==> config.mk <==
export PLATFORM = sky130hd
export DESIGN_NAME = spi_rx_dma
export DESIGN_NICKNAME = d
export VERILOG_FILES = /design/src/rtl/spi_rx_dma_pkg.sv /design/src/rtl/spi_rx_dma_regs.sv /design/src/rtl/spi_rx_dma_eng.sv /design/src/rtl/spi_rx_dma.sv
export SDC_FILE = /design/constraint.sdc
export NUM_CORES = 1
export LEC_CHECK = 0
export BUFFER_PORTS_ARGS = -buffer_cell sky130_fd_sc_hd__buf_2
export CAP_MARGIN = 20
export CORE_UTILIZATION = 45
export DETAILED_ROUTE_END_ITERATION = 8
export PLACE_DENSITY = 0.81
export SYNTH_ARGS = -nofsm -noshare
export SYNTH_HDL_FRONTEND = slang
export SYNTH_SLANG_ARGS = --single-unit
==> constraint.sdc <==
create_clock -name clk -period 3.4 [get_ports clk]
set_input_delay 0.68 -clock clk [delete_from_list [all_inputs] [get_ports clk]]
set_output_delay 0.68 -clock clk [all_outputs]
set_load 0.01 [all_outputs]
==> src/rtl/spi_rx_dma_pkg.sv <==
package spi_rx_dma_pkg;
    localparam int REG_AW = 8;
    localparam logic [REG_AW-1:0] OFS_CTRL  = 8'h00;
    localparam logic [REG_AW-1:0] OFS_DST   = 8'h04;
    localparam logic [REG_AW-1:0] OFS_CNT   = 8'h08;
    localparam logic [REG_AW-1:0] OFS_STAT  = 8'h10;
    localparam logic [REG_AW-1:0] OFS_MASK  = 8'h14;
    localparam int CTRL_START_BIT = 0;
    localparam int CTRL_STOP_BIT  = 1;
    localparam int CTRL_RDY_BIT   = 6;
    localparam int DONE_BIT       = 1;
    localparam int MASK_W         = 3;
    localparam logic [MASK_W-1:0] MASK_RST = 3'b111;

    typedef enum logic [1:0] {
        SZ_BYTE = 2'd0,
        SZ_HALF = 2'd1
    } mem_size_e;

    typedef enum logic {
        ENG_IDLE,
        ENG_STORE
    } eng_state_e;
endpackage

==> src/rtl/spi_rx_dma_regs.sv <==
module spi_rx_dma_regs
    import spi_rx_dma_pkg::*;
#(
    parameter int AW = 32,
    parameter int CW = 26
) (
    input  logic              clk,
    input  logic              rst_n,
    input  logic              reg_we,
    input  logic [REG_AW-1:0] reg_addr,
    input  logic [31:0]       reg_wdata,
    output logic [31:0]       reg_rdata,
    input  logic              consume,
    input  logic [1:0]        consume_bytes,
    output logic              en,
    output logic [CW-1:0]     cnt,
    output logic [AW-1:0]     dst,
    output logic              irq
);
    typedef struct packed {
        logic              en;
        logic [CW-1:0]     cnt;
        logic [AW-1:0]     dst;
        logic              done;
        logic [MASK_W-1:0] mask;
    } regs_t;

    regs_t r_d, r_q;
    logic  wr_ctrl, wr_dst, wr_cnt, wr_mask;
    logic [CW-1:0] step;

    always_comb begin
        r_d     = r_q;
        wr_ctrl = reg_we && (reg_addr == OFS_CTRL);
        wr_dst  = reg_we && (reg_addr == OFS_DST);
        wr_cnt  = reg_we && (reg_addr == OFS_CNT);
        wr_mask = reg_we && (reg_addr == OFS_MASK);
        step    = CW'(consume_bytes);

        if (consume) begin
            r_d.dst = r_q.dst + AW'(consume_bytes);
            if (r_q.cnt > step) begin
                r_d.cnt = r_q.cnt - step;
            end else begin
                r_d.cnt  = '0;
                r_d.done = 1'b1;
            end
        end
        if (wr_dst)  r_d.dst  = reg_wdata[AW-1:0];
        if (wr_cnt)  r_d.cnt  = reg_wdata[CW-1:0];
        if (wr_mask) r_d.mask = reg_wdata[MASK_W-1:0];
        if (wr_ctrl) begin
            if (reg_wdata[CTRL_START_BIT]) begin
                r_d.en   = 1'b1;
                r_d.cnt  = r_d.cnt + CW'(1);
                r_d.done = 1'b0;
            end
            if (reg_wdata[CTRL_STOP_BIT]) r_d.en = 1'b0;
        end
    end

    always_ff @(posedge clk or negedge rst_n) begin
        if (!rst_n) begin
            r_q      <= '0;
            r_q.mask <= MASK_RST;
        end else begin
            r_q <= r_d;
        end
    end

    always_comb begin
        reg_rdata = '0;
        case (reg_addr)
            OFS_CTRL: reg_rdata[CTRL_RDY_BIT] = 1'b1;
            OFS_DST:  reg_rdata[AW-1:0]       = r_q.dst;
            OFS_CNT:  reg_rdata[CW-1:0]       = r_q.cnt;
            OFS_STAT: reg_rdata[DONE_BIT]     = r_q.done;
            OFS_MASK: reg_rdata[MASK_W-1:0]   = r_q.mask;
            default:  reg_rdata = '0;
        endcase
    end

    assign en  = r_q.en;
    assign cnt = r_q.cnt;
    assign dst = r_q.dst;
    assign irq = r_q.done & r_q.mask[DONE_BIT];
endmodule

==> src/rtl/spi_rx_dma_eng.sv <==
module spi_rx_dma_eng
    import spi_rx_dma_pkg::*;
#(
    parameter int AW = 32,
    parameter int CW = 26
) (
    input  logic          clk,
    input  logic          rst_n,
    input  logic          en,
    input  logic [CW-1:0] cnt,
    input  logic [AW-1:0] dst,
    input  logic          fifo_valid,
    input  logic          fifo_wide,
    input  logic [15:0]   fifo_data,
    output logic          fifo_pop,
    output logic          mem_valid,
    input  logic          mem_ready,
    output logic [AW-1:0] mem_addr,
    output logic [1:0]    mem_size,
    output logic [15:0]   mem_wdata,
    output logic          consume,
    output logic [1:0]    consume_bytes
);
    typedef struct packed {
        eng_state_e  state;
        logic        two;
        logic [15:0] data;
    } eng_t;

    eng_t e_d, e_q;
    logic room_two;

    always_comb begin
        e_d      = e_q;
        room_two = (cnt >= CW'(2));
        fifo_pop = (e_q.state == ENG_IDLE) && en && (cnt != '0) && fifo_valid;
        mem_valid = (e_q.state == ENG_STORE);
        consume   = mem_valid && mem_ready;

        if (fifo_pop) begin
            e_d.state = ENG_STORE;
            e_d.two   = fifo_wide && room_two;
            e_d.data  = (fifo_wide && room_two) ? fifo_data : {8'h00, fifo_data[7:0]};
        end
        if (consume) e_d.state = ENG_IDLE;
    end

    always_ff @(posedge clk or negedge rst_n) begin
        if (!rst_n) begin
            e_q       <= '0;
            e_q.state <= ENG_IDLE;
        end else begin
            e_q <= e_d;
        end
    end

    assign mem_addr      = dst;
    assign mem_wdata     = e_q.data;
    assign mem_size      = e_q.two ? SZ_HALF : SZ_BYTE;
    assign consume_bytes = e_q.two ? 2'd2 : 2'd1;
endmodule

==> src/rtl/spi_rx_dma.sv <==
module spi_rx_dma
    import spi_rx_dma_pkg::*;
#(
    parameter int AW = 32,
    parameter int CW = 26
) (
    input  logic              clk,
    input  logic              rst_n,
    input  logic              reg_we,
    input  logic [REG_AW-1:0] reg_addr,
    input  logic [31:0]       reg_wdata,
    output logic [31:0]       reg_rdata,
    input  logic              fifo_valid,
    input  logic              fifo_wide,
    input  logic [15:0]       fifo_data,
    output logic              fifo_pop,
    output logic              mem_valid,
    input  logic              mem_ready,
    output logic [AW-1:0]     mem_addr,
    output logic [1:0]        mem_size,
    output logic [15:0]       mem_wdata,
    output logic              irq
);
    logic          dma_en;
    logic [CW-1:0] dma_cnt;
    logic [AW-1:0] dma_dst;
    logic          consume;
    logic [1:0]    consume_bytes;

    spi_rx_dma_regs #(.AW(AW), .CW(CW)) u_regs (
        .clk           (clk),
        .rst_n         (rst_n),
        .reg_we        (reg_we),
        .reg_addr      (reg_addr),
        .reg_wdata     (reg_wdata),
        .reg_rdata     (reg_rdata),
        .consume       (consume),
        .consume_bytes (consume_bytes),
        .en            (dma_en),
        .cnt           (dma_cnt),
        .dst           (dma_dst),
        .irq           (irq)
    );

    spi_rx_dma_eng #(.AW(AW), .CW(CW)) u_eng (
        .clk           (clk),
        .rst_n         (rst_n),
        .en            (dma_en),
        .cnt           (dma_cnt),
        .dst           (dma_dst),
        .fifo_valid    (fifo_valid),
        .fifo_wide     (fifo_wide),
        .fifo_data     (fifo_data),
        .fifo_pop      (fifo_pop),
        .mem_valid     (mem_valid),
        .mem_ready     (mem_ready),
        .mem_addr      (mem_addr),
        .mem_size      (mem_size),
        .mem_wdata     (mem_wdata),
        .consume       (consume),
        .consume_bytes (consume_bytes)
    );
endmodule

==> impl_metrics.toml <==
[critical_path]
endpoint_kind = "flop"
worst-path-buf-inv = 2
path_cells = "inv_2, ha_2, inv_2, fa_2, and3b_2, nand3_2, or4_4, a21oi_4, a31oi_4, nor4_4, nor3b_4, nand3_1, xor2_1"
critPathMaxStageDelay_ns = 0.43
crit_required_ns = 3.63
worst_ep_arrival_time_ns = 3.54
crit_path_frequent_cell = "inv_2"
path_depth = 13
cp-start-kind = "flop"
path_max_fanout = 6
cpMaxStageDelayCell = "or4_4"
reg2regPathDepth = 13
critPathTopFamily = "simple AND/OR/NAND/NOR gates"
critPathKind = "flop to flop"

[timing]
period_needed_ns = 3.31
setup_ws_ns = 0.0863
rsz0062_at_grt = "true"
drv_slew = 0
max_freq_mhz = 302
slew_headroom_pct = 59.9
hold_viol_final = 0
fin_worst_skew_ns = 0.00747
fin_crit_sh_pct = 97.5
setup_viol = 0
worstMarginPinSlew_ns = 0.597

[power_and_ir_drop]
clock_power_share_pct = 29.9
power_frac_comb_pct = 33.3
p_sw_mw = 1.28
powerDensity_nw_per_um2 = 518
p_int_mw = 2.34
p_leak_nw = 3.34
p_seq_share_pct = 36.8
ir_worst_vdd_uv = 287
power.total_mw = 3.62
switching_share_pct = 35.3

[clocking]
clock_latency_ns = 0.34
cts_hold_buf = 0
h-tree-depth = 3
clock-root-buffer = "clkbuf_16"
clockBufferDepth = 2
path_clk_slew_ns = 0.07
numClockSinks = 81
cts_tree = "done"
cts_buffers = 9

[layout]
nets = 856
drive_gt1_share_pct = 31.9
finalNonFillerCells = 960
fillCellCount = 1003
fin_util_pct = 57.9
final_common_cell = "buf_2"
syn2layout_area_growth_pct = 25.3
final_cell_mix = "buf_2 (144), nor2_1 (81), dfrtp_1 (78), nand2_1 (72)"
antenna-diode-count = 0
fin_area_um2 = 6990

[synth]
synth.net_count = 715
synth_seq_cells = 81
synth_area_leaders = "dfrtp_1 (35%), nor2_1 (5.6%), xnor2_1 (5.5%)"
synth_edf_count = 0
seq_area_frac_synth_pct = 36.4
yosysWarnings = 0
synth_ff_type = "dfrtp_1"
synthArstFlopShare_pct = 100
postSynthCellCount = 646
yosysTopAreaCell = "dfrtp_1"
netlist_area_um2 = 5570
ys_types = 65
syn_area_per_cell_um2 = 8.63
synth_top_area_share_pct = 35.0

[global_routing]
grt_pass1_vias = 4968
grt_max_degree = 82
grt_pass1_wl_um = 26300
grt_use_total_pct = 26.5
antenna_found_initial = 0
overflow = 0

[placed_design]
gp_congestion = 0.928
dpl_worst_slack_ns = -0.00660
post-place-cells = 939
place_area_um2 = 6480
hpwl_um = 12400
port_buffers = 145

[floorplan]
io_pins = 147
core.rowCount = 40
die_area_um2 = 12800
die_w_um = 113
core_um2 = 12100
dieHeight_um = 113
start_util_pct = 46.2

[flow_run]
drv_cap = 0

[route]
routed_via_density = 5.70
vias = 5473
wl_per_cell_um = 17.6
drt_iter0_drc = 653
routed_wl_um = 16900
ant_nets = 0
drc = 0
drtPass1Iterations = 6

[hold_path]
hold_class = "input port to asynchronous set/reset pin"

[run_status]
status = "completed"
==> worst reg2reg max path, cell delays in order, from the launching register on <==
cell and delay, ns:
dfrtp_1 0.39, inv_2 0.06, ha_2 0.18, inv_2 0.04, fa_2 0.37, and3b_2 0.26
nand3_2 0.08, or4_4 0.44, a21oi_4 0.18, a31oi_4 0.13, nor4_4 0.39, nor3b_4 0.39
nand3_1 0.13, xor2_1 0.16
==> sequential cells by signal, summed over array words and instances (netlist names) <==
name / flops
u_eng.mem_wdata: 16
u_regs.r_q: 4
u_regs.en: 1
u_regs.dst: 32
u_eng.e_q: 1
u_regs.cnt: 26
u_eng.mem_valid: 1
==> through the flow <==
step | TNS (ns) | hold slack, ns
after detailed placement | -0.00709 | 0.461
final | 0 | 0.164
after floorplan | 0 | 0.384
after CTS | 0 | 0.476
after global placement | 0 | 0.456
after global routing | -0.294 | 0.164
==> power by group through the flow <==
stage,Sequential (mW),Combinational [mW],Clock [mW]
floorplan,1.33,0.674,0
global placement,1.33,1.07,0
detailed placement,1.33,1.10,0
CTS,1.32,1.11,1.08
global route,1.35,1.31,1.12
finish,1.33,1.20,1.08
==> layer usage <==
layer	vias up	global-route usage (%)	part of all wire [%]
met4	0	12.9	3.4
met2	299	40.4	45
li1	2529	-	-
met3	48	3.80	8.9
met1	2597	36.8	42
met5	-	0	0
==> what timing repair did <==
item,4_1_cts,5_1_grt
resized for setup,1,22
endpoints found under the setup margin,1,15
pin swaps,0,7
setup buffers,0,5
==> path summary, 6_finish.rpt <==
kind	startpoint	endpoint	slack [ns]
setup / recovery	u_eng.e_q[16]	u_regs.cnt[22]	0.09
hold / removal	rst_n	u_regs.dst[21]	0.16
max in group asynchronous	rst_n	u_regs.r_q[1]	2.59
min in group clk	u_eng.mem_wdata[2]	u_eng.mem_wdata[2]	0.48
setup reg to reg	u_eng.e_q[16]	u_regs.cnt[22]	0.09
hold reg to reg	u_eng.mem_wdata[2]	u_eng.mem_wdata[2]	0.48
==> synthesized netlist by cell type, types with 2 or more instances <==
cell      number
nand2b_1       2
nor3b_1        2
o21a_1         2
or4_1          2
dfstp_2        3
nor4bb_1       2
a31oi_1        8
inv_1         10
a22o_1        32
xor2_1        35
buf_2          2
nor2b_1        2
nor2_1        83
dfrtp_1       78
nor4_4         3
xnor2_1       35
and2_1         8
ha_1           5
o31ai_1        3
nor4_1         7
nand3b_1       2
a22oi_1        2
or3_1          9
buf_4         33
fa_1           2
o21ai_0       21
mux2i_1       10
and3b_1        3
nand3_1       15
clkbuf_1      24
a21o_1         3
nand2_1       73
and3_1        10
or2_2          3
nor3_1        22
a21oi_1       44
mux2_2         5
nor4_2         2
and4_1         2
nand4_1       12
==> cells by family after synthesis <==
family	Yosys count	synth area share, %
XOR/XNOR	70	11.0
AO/OA/AOI/OAI	127	15.3
AND/OR/NAND/NOR	275	25.5
other	1	0.0673
adder cells (fa/ha/maj)	7	1.84
multiplexers	15	2.81
buffers and inverters	70	6.98
flip-flops	81	36.4
==> area by class of cell <==
type                    count  area, µm²  area share (%)
flip-flops and latches     81       2030            29.1
well taps                 168        210            3.01
multi-input cells         495       3280            47.0
inverters                  11       41.3           0.591
clock inverters             6       90.1            1.29
clock buffers              10        239            3.42
repair buffers            189       1090            15.6
(Power assumes the default switching activity.)
